`config.mk`:
```
export PLATFORM = sky130hd
export DESIGN_NAME = seg_cache_unit
export DESIGN_NICKNAME = d
export VERILOG_FILES = /design/src/rtl/seg_cache_pkg.sv /design/src/rtl/seg_desc_file.sv /design/src/rtl/seg_ref_check.sv /design/src/rtl/seg_cache_unit.sv
export SDC_FILE = /design/constraint.sdc
export NUM_CORES = 1
export LEC_CHECK = 0
export BUFFER_PORTS_ARGS = -buffer_cell sky130_fd_sc_hd__buf_2
export CORE_AREA = 2 2 187 189
export DETAILED_ROUTE_END_ITERATION = 16
export DIE_AREA = 0 0 189 191
export PLACE_DENSITY = 0.92
export SLEW_MARGIN = 10
export SYNTH_ARGS = -nofsm -noshare
export SYNTH_HDL_FRONTEND = slang
export SYNTH_SLANG_ARGS = --single-unit
```
`constraint.sdc`:
```
create_clock -name clk -period 4.8 [get_ports clk]
set_clock_uncertainty 0.15 [all_clocks]
set_input_delay 1.44 -clock clk [delete_from_list [all_inputs] [get_ports clk]]
set_output_delay 1.44 -clock clk [all_outputs]
set_load 0.01 [all_outputs]
```
`src/rtl/seg_cache_pkg.sv`:
```
package seg_cache_pkg;

    typedef struct packed {
        logic present;
        logic writable;
        logic executable;
    } seg_attr_t;

    localparam int ATTR_W = $bits(seg_attr_t);

    typedef enum logic [1:0] {
        ACC_READ     = 2'd0,
        ACC_WRITE    = 2'd1,
        ACC_FETCH    = 2'd2,
        ACC_READ_ALT = 2'd3
    } acc_kind_t;

endpackage

```
`src/rtl/seg_desc_file.sv`:
```
module seg_desc_file
    import seg_cache_pkg::*;
#(
    parameter int NUM_SEG       = 6,
    parameter int SEG_IDX_W     = 3,
    parameter int SEL_W         = 16,
    parameter int ADDR_W        = 32,
    parameter int SEL_SHIFT     = 4,
    parameter int REAL_SEG_BITS = 16,
    localparam int DESC_W       = 2 * ADDR_W + ATTR_W
) (
    input  logic                 clk,
    input  logic                 rst_n,
    input  logic                 prot_mode,
    input  logic                 ld_valid,
    input  logic [SEG_IDX_W-1:0] ld_seg,
    input  logic [SEL_W-1:0]     ld_sel,
    input  logic [ADDR_W-1:0]    ld_base,
    input  logic [ADDR_W-1:0]    ld_limit,
    input  logic [ATTR_W-1:0]    ld_attr,
    output logic [DESC_W-1:0]    desc_q [NUM_SEG]
);

    typedef struct packed {
        logic [ADDR_W-1:0] base;
        logic [ADDR_W-1:0] limit;
        seg_attr_t         attr;
    } desc_t;

    localparam logic [ADDR_W-1:0] REAL_LIMIT = ADDR_W'((64'd1 << REAL_SEG_BITS) - 64'd1);
    localparam seg_attr_t REAL_ATTR = '{present: 1'b1, writable: 1'b1, executable: 1'b1};
    localparam desc_t RESET_ENT = '{base: '0, limit: REAL_LIMIT, attr: REAL_ATTR};

    for (genvar g = 0; g < NUM_SEG; g++) begin : g_ent
        desc_t ent_d;
        desc_t ent_q;
        logic  hit;

        assign hit = ld_valid && (ld_seg == SEG_IDX_W'(g));

        always_comb begin
            ent_d = ent_q;
            if (hit) begin
                if (prot_mode) begin
                    ent_d.base  = ld_base;
                    ent_d.limit = ld_limit;
                    ent_d.attr  = seg_attr_t'(ld_attr);
                end else begin
                    ent_d.base  = ADDR_W'({ld_sel, {SEL_SHIFT{1'b0}}});
                    ent_d.limit = REAL_LIMIT;
                    ent_d.attr  = REAL_ATTR;
                end
            end
        end

        always_ff @(posedge clk or negedge rst_n) begin
            if (!rst_n) begin
                ent_q <= RESET_ENT;
            end else begin
                ent_q <= ent_d;
            end
        end

        assign desc_q[g] = ent_q;
    end

endmodule

```
`src/rtl/seg_ref_check.sv`:
```
module seg_ref_check
    import seg_cache_pkg::*;
#(
    parameter int NUM_SEG   = 6,
    parameter int SEG_IDX_W = 3,
    parameter int ADDR_W    = 32,
    localparam int DESC_W   = 2 * ADDR_W + ATTR_W
) (
    input  logic [DESC_W-1:0]    desc_q [NUM_SEG],
    input  logic [SEG_IDX_W-1:0] ref_seg,
    input  logic [1:0]           ref_kind,
    input  logic [ADDR_W-1:0]    ref_offset,
    output logic [ADDR_W-1:0]    chk_addr,
    output logic                 chk_fault
);

    typedef struct packed {
        logic [ADDR_W-1:0] base;
        logic [ADDR_W-1:0] limit;
        seg_attr_t         attr;
    } desc_t;

    desc_t     ent;
    logic      seg_ok;
    logic      over_limit;
    logic      type_bad;
    acc_kind_t kind;

    always_comb begin
        ent    = '0;
        seg_ok = 1'b0;
        for (int i = 0; i < NUM_SEG; i++) begin
            if (ref_seg == SEG_IDX_W'(i)) begin
                ent    = desc_t'(desc_q[i]);
                seg_ok = 1'b1;
            end
        end
    end

    always_comb begin
        kind       = acc_kind_t'(ref_kind);
        chk_addr   = ent.base + ref_offset;
        over_limit = ref_offset > ent.limit;
        type_bad   = ((kind == ACC_WRITE) && !ent.attr.writable) ||
                     ((kind == ACC_FETCH) && !ent.attr.executable);
        chk_fault  = !seg_ok || !ent.attr.present || over_limit || type_bad;
    end

endmodule

```
`src/rtl/seg_cache_unit.sv`:
```
module seg_cache_unit
    import seg_cache_pkg::*;
#(
    parameter int NUM_SEG       = 6,
    parameter int SEG_IDX_W     = 3,
    parameter int SEL_W         = 16,
    parameter int ADDR_W        = 32,
    parameter int SEL_SHIFT     = 4,
    parameter int REAL_SEG_BITS = 16
) (
    input  logic                 clk,
    input  logic                 rst_n,
    input  logic                 prot_mode,
    input  logic                 ld_valid,
    input  logic [SEG_IDX_W-1:0] ld_seg,
    input  logic [SEL_W-1:0]     ld_sel,
    input  logic [ADDR_W-1:0]    ld_base,
    input  logic [ADDR_W-1:0]    ld_limit,
    input  logic [2:0]           ld_attr,
    input  logic                 ref_valid,
    input  logic [SEG_IDX_W-1:0] ref_seg,
    input  logic [1:0]           ref_kind,
    input  logic [ADDR_W-1:0]    ref_offset,
    output logic                 lin_valid,
    output logic [ADDR_W-1:0]    lin_addr,
    output logic                 ref_fault
);

    localparam int DESC_W = 2 * ADDR_W + ATTR_W;

    typedef struct packed {
        logic              valid;
        logic [ADDR_W-1:0] addr;
        logic              fault;
    } out_t;

    logic [DESC_W-1:0] desc_q [NUM_SEG];
    logic [ADDR_W-1:0] chk_addr;
    logic              chk_fault;
    out_t              out_d;
    out_t              out_q;

    seg_desc_file #(
        .NUM_SEG      (NUM_SEG),
        .SEG_IDX_W    (SEG_IDX_W),
        .SEL_W        (SEL_W),
        .ADDR_W       (ADDR_W),
        .SEL_SHIFT    (SEL_SHIFT),
        .REAL_SEG_BITS(REAL_SEG_BITS)
    ) u_desc (
        .clk      (clk),
        .rst_n    (rst_n),
        .prot_mode(prot_mode),
        .ld_valid (ld_valid),
        .ld_seg   (ld_seg),
        .ld_sel   (ld_sel),
        .ld_base  (ld_base),
        .ld_limit (ld_limit),
        .ld_attr  (ld_attr),
        .desc_q   (desc_q)
    );

    seg_ref_check #(
        .NUM_SEG  (NUM_SEG),
        .SEG_IDX_W(SEG_IDX_W),
        .ADDR_W   (ADDR_W)
    ) u_check (
        .desc_q    (desc_q),
        .ref_seg   (ref_seg),
        .ref_kind  (ref_kind),
        .ref_offset(ref_offset),
        .chk_addr  (chk_addr),
        .chk_fault (chk_fault)
    );

    always_comb begin
        out_d       = out_q;
        out_d.valid = ref_valid && !chk_fault;
        out_d.fault = ref_valid && chk_fault;
        if (ref_valid) begin
            out_d.addr = chk_addr;
        end
    end

    always_ff @(posedge clk or negedge rst_n) begin
        if (!rst_n) begin
            out_q <= '0;
        end else begin
            out_q <= out_d;
        end
    end

    assign lin_valid = out_q.valid;
    assign lin_addr  = out_q.addr;
    assign ref_fault = out_q.fault;

endmodule

```
==> results.md <==
Clock network:
- The count of instances resized after the clock tree is built is 0.
- The buffer count from post-CTS setup fixing is 0.
- In this run the number of H-tree levels came out at 2.
- The post-cts hold buffer count is 0.
- The CTS tree is yes.
- The root cell of the clock tree is sky130_fd_sc_hd__clkbuf_16.
- The number of buffers on the longest clock path is 3.
- CTS saw 436 sinks.
- In this run, CTS created clock tree buffers numbering 45.
- For the worst-skew pair, the clock arrives at the later sink with an insertion delay of 0.56 ns.
- The clock slew seen by the registers of the worst setup and hold paths is 0.06 ns.

Die:
- The initial core utilization is 61.9%.
- The standard-cell row count is 68.
- The die span in y is 191 um.
- The I/O pin count is 162.
- The region available for standard cell placement spans 0.0341 mm2.
- The horizontal extent of the die is 189 um.
- The die footprint is 0.0361 mm2.

Setup path:
- The nature of the critical path endpoint is a flop.
- For the worst setup path, the data required time is 5.09 ns.
- Counting buffers and inverters, the worst setup path is 13 cells deep.
- The most critical setup path has its startpoint at ref_seg[0].
- The critical path arrival is 4.95 ns.
- The biggest cell delay along the critical path is 0.57 ns.
- On the critical path the largest part of the delay comes from compound AO/OA/AOI/OAI gates.
- The maximum fanout encountered on the critical timing path is 13.
- The element type at the critical path start is an input port.
- The signal on the critical path passes through buf_6, buf_12, mux4_2, inv_1, o22ai_1, ha_1, o211ai_1, a311oi_2, o21a_1, o21ai_1, a2111oi_0, o21ai_0, a31o_2.
- The number of buffer and inverter instances along the worst setup path is 3.
- The register-to-register path setup slack is 1.03 ns.
- The path type of the worst setup path is in -> reg.
- The reg-to-reg endpoint is lin_addr[19].
- The library cell contributing the largest single delay on the critical path is sky130_fd_sc_hd__a2111oi_0.
- The critical register-to-register path startpoint is u_desc.desc_q[103].
- Following the worst setup path forward leads to its endpoint at lin_addr[19].
- The number of cells on the worst reg-to-reg path is 12.

Synth:
- After synthesis the netlist holds a flip-flop and latch count of 436.
- After synthesis the cells add up to 0.0211 mm2.
- After synthesis, the share of flip-flops with an asynchronous set or reset is 100%.
- The number of distinct library cells after synthesis is 61.
- The number of nets in the synthesized netlist is 2373.
- The Yosys step of the flow raised 0 warnings.
- The number of enable-type register cells in the synthesized netlist is 0.
- The sequential cell area fraction in the yosys report is 52.3%.
- The post-synthesis average cell area is 9.68 um2.
- The most instantiated flip-flop cell in the synthesis netlist is sky130_fd_sc_hd__dfrtp_1.
- The number of instances in the synthesized netlist is 2181.

Timing:
- The minimum period implied by the final worst setup slack is 4.66 ns.
- The final worst-path cycle share is 97.0%.
- At the pin with the least slew margin, the transition time is 0.985 ns.
- Headroom to the max-slew limit came out at 34.3%.
- Setup slack closes at 0.144 ns.
- The tightest hold path in the finished design has a slack of 0.328 ns.
- Setup violations remaining at the end of the flow were counted as 0.
- The hold violation total from the final report came to 0.
- The maximum clock frequency is 215 MHz.
- The number of slew-limit violations in the final report is 0.
- Setup repair after global routing left no endpoint under its margin.

Power and ir drop:
- For this design the static power due to leakage is 0.0115 uW.
- The worst voltage drop across the vdd grid is 0.000296 V.
- For this design the ratio of total power to cell area is 446 mW/mm2.

Final layout:
- Counting the fill cells in the layout gives 2172.
- The library cells used most frequently in the layout, excluding fill and tap cells, are 505 x sky130_fd_sc_hd__nand2_1, 447 x sky130_fd_sc_hd__o21ai_0, 322 x sky130_fd_sc_hd__dfrtp_1, 159 x sky130_fd_sc_hd__buf_2.
- The library cell used most frequently in the layout, excluding fill and tap cells, is sky130_fd_sc_hd__nand2_1.
- The area growth from synthesis to layout is 16.8%.
- The number of antenna diodes in the final layout is 0.
- In the final layout, the share of cells above drive strength 1 is 23.0%.
- The net count reported at finish is 2555.

Routing:
- The routed layout has 18261 vias.
- The total routed wirelength is 61900 um.
- The post-detailed-route DRC marker count is 0.
- After the first detailed-routing iteration, the DRC count stood at 1981.
- Using the TritonRoute via totals, the vias-per-cell ratio works out to 6.40.
- Once detail routing completed, the nets flagged for antenna violations numbered 0.
- The number of search-and-repair iterations in the first detailed-routing pass is 7.
- The routed length per instance is 21.7 um.

Global route:
- The total grt overflow is 0.
- The via count of the first global-routing pass is 18698.
- The number of antenna violations at the first check in global routing was 0.
- Entering global routing, the biggest net connects 122 pins.
- The combined global-route utilization of all metal layers is 34.9%.
- The first global-routing pass estimated 99200 um of wire.

Placement:
- Summed over all nets, the half-perimeter wirelength after detailed placement is 39400 um.
- The routability congestion estimate is 0.989.
- The placement-stage worst setup slack is -0.156 ns.
- Input and output buffers added on the ports amount to 161.

Worst hold path:
- The worst hold path passes through 2 cells.
- The worst hold path belongs to the class reg -> reg.

Run status:
- The flow ran to the end, and the final reports show no timing, DRC or antenna violations.

Flow run:
- The max-capacitance violation count is 0.
## worst min-delay path by stage
| stage | from | end |
|---|---|---|
| floorplan | u_desc.desc_q[19] | u_desc.desc_q[19] |
| global placement | u_desc.desc_q[229] | u_desc.desc_q[229] |
| detailed placement | u_desc.desc_q[21] | u_desc.desc_q[21] |
| CTS | u_desc.desc_q[341] | u_desc.desc_q[341] |
| global route | u_desc.desc_q[339] | u_desc.desc_q[339] |
| finish | u_desc.desc_q[231] | u_desc.desc_q[231] |
## sequential cells by signal (all words and copies together) (netlist names)
signal	count
ref_fault	1
lin_valid	1
u_desc.desc_q	402
lin_addr	32
## worst min-delay path, stage by stage, from the launching register on
cell	delay [ns]
sky130_fd_sc_hd__dfrtp_1	0.34
sky130_fd_sc_hd__nand2_1	0.04
sky130_fd_sc_hd__o21ai_0	0.06
## per-layer routing
layer	GRT usage, %	part of all wire (%)	vias to the layer above
met5	0	0	-
met4	20.1	6.5	0
met3	7.05	10	294
met2	56.6	47	1073
met1	43.8	36	8887
li1	-	-	8007
## power breakdown
part	internal [uW]	leakage, uW	total, uW	switching (uW)
combinational	970	0.00540	2270	1310
clock	2300	0.000791	3790	1490
sequential	4510	0.00533	4930	414
## final cells by class
| type | count | area (um2) | share of cell area (%) |
|---|---|---|---|
| Clock buffer | 61 | 1320 | 5.34 |
| Timing Repair Buffer | 284 | 1910 | 7.74 |
| Sequential cell | 436 | 11100 | 44.8 |
| Inverter | 16 | 61.3 | 0.249 |
| Clock inverter | 20 | 290 | 1.18 |
| Tap cell | 455 | 569 | 2.31 |
| Multi-Input combinational cell | 1580 | 9460 | 38.4 |
## cell usage after synthesis, types with 13 or more instances
cell type                  number  share of area (%)
sky130_fd_sc_hd__nand2_1      506                9.0
sky130_fd_sc_hd__o21ai_0      447                 11
sky130_fd_sc_hd__dfrtp_1      322                 38
sky130_fd_sc_hd__clkbuf_1     126                2.2
sky130_fd_sc_hd__dfstp_2      114                 14
sky130_fd_sc_hd__mux2i_1      114                5.4
sky130_fd_sc_hd__nor2_1        71                1.3
sky130_fd_sc_hd__a21oi_1       70                1.7
sky130_fd_sc_hd__ha_1          63                3.7
sky130_fd_sc_hd__mux2_2        45                2.4
sky130_fd_sc_hd__nor2b_1       32               0.95
sky130_fd_sc_hd__o221ai_1      28                1.2
sky130_fd_sc_hd__a21o_1        25               0.89
sky130_fd_sc_hd__a222oi_1      24                1.1
sky130_fd_sc_hd__xnor2_1       16               0.66
sky130_fd_sc_hd__inv_1         15               0.27
sky130_fd_sc_hd__mux4_2        13                1.4
## per-stage QoR
stage / TNS [ns] / power [uW] / utilization (%) / instance area [um2] / std cells
floorplan: -0.0480 / 6220 / - / 21200 / 2181
global placement: -0.115 / 6950 / 67.6 / 23100 / 2771
detailed placement: -0.856 / 7140 / 67.6 / 23100 / 2771
CTS: 0 / 11000 / 72.3 / 24700 / 2852
global route: 0 / 11500 / 72.3 / 24700 / 2852
finish: 0 / 11000 / 72.3 / 24700 / 2852
## cells by family (layout without fill, tap and decap cells)
group	Yosys count	in the layout	synth area share, %
buffers and inverters	165	381	3.04
DFF	436	436	52.3
muxes	172	172	9.19
and+or+nand+nor	670	670	13.0
AOI/OAI and AO/OA	652	652	17.7
adders and majority gates	64	64	3.83
xor gates and xnor gates	22	22	0.912
Power figures use the tool's default switching activity.
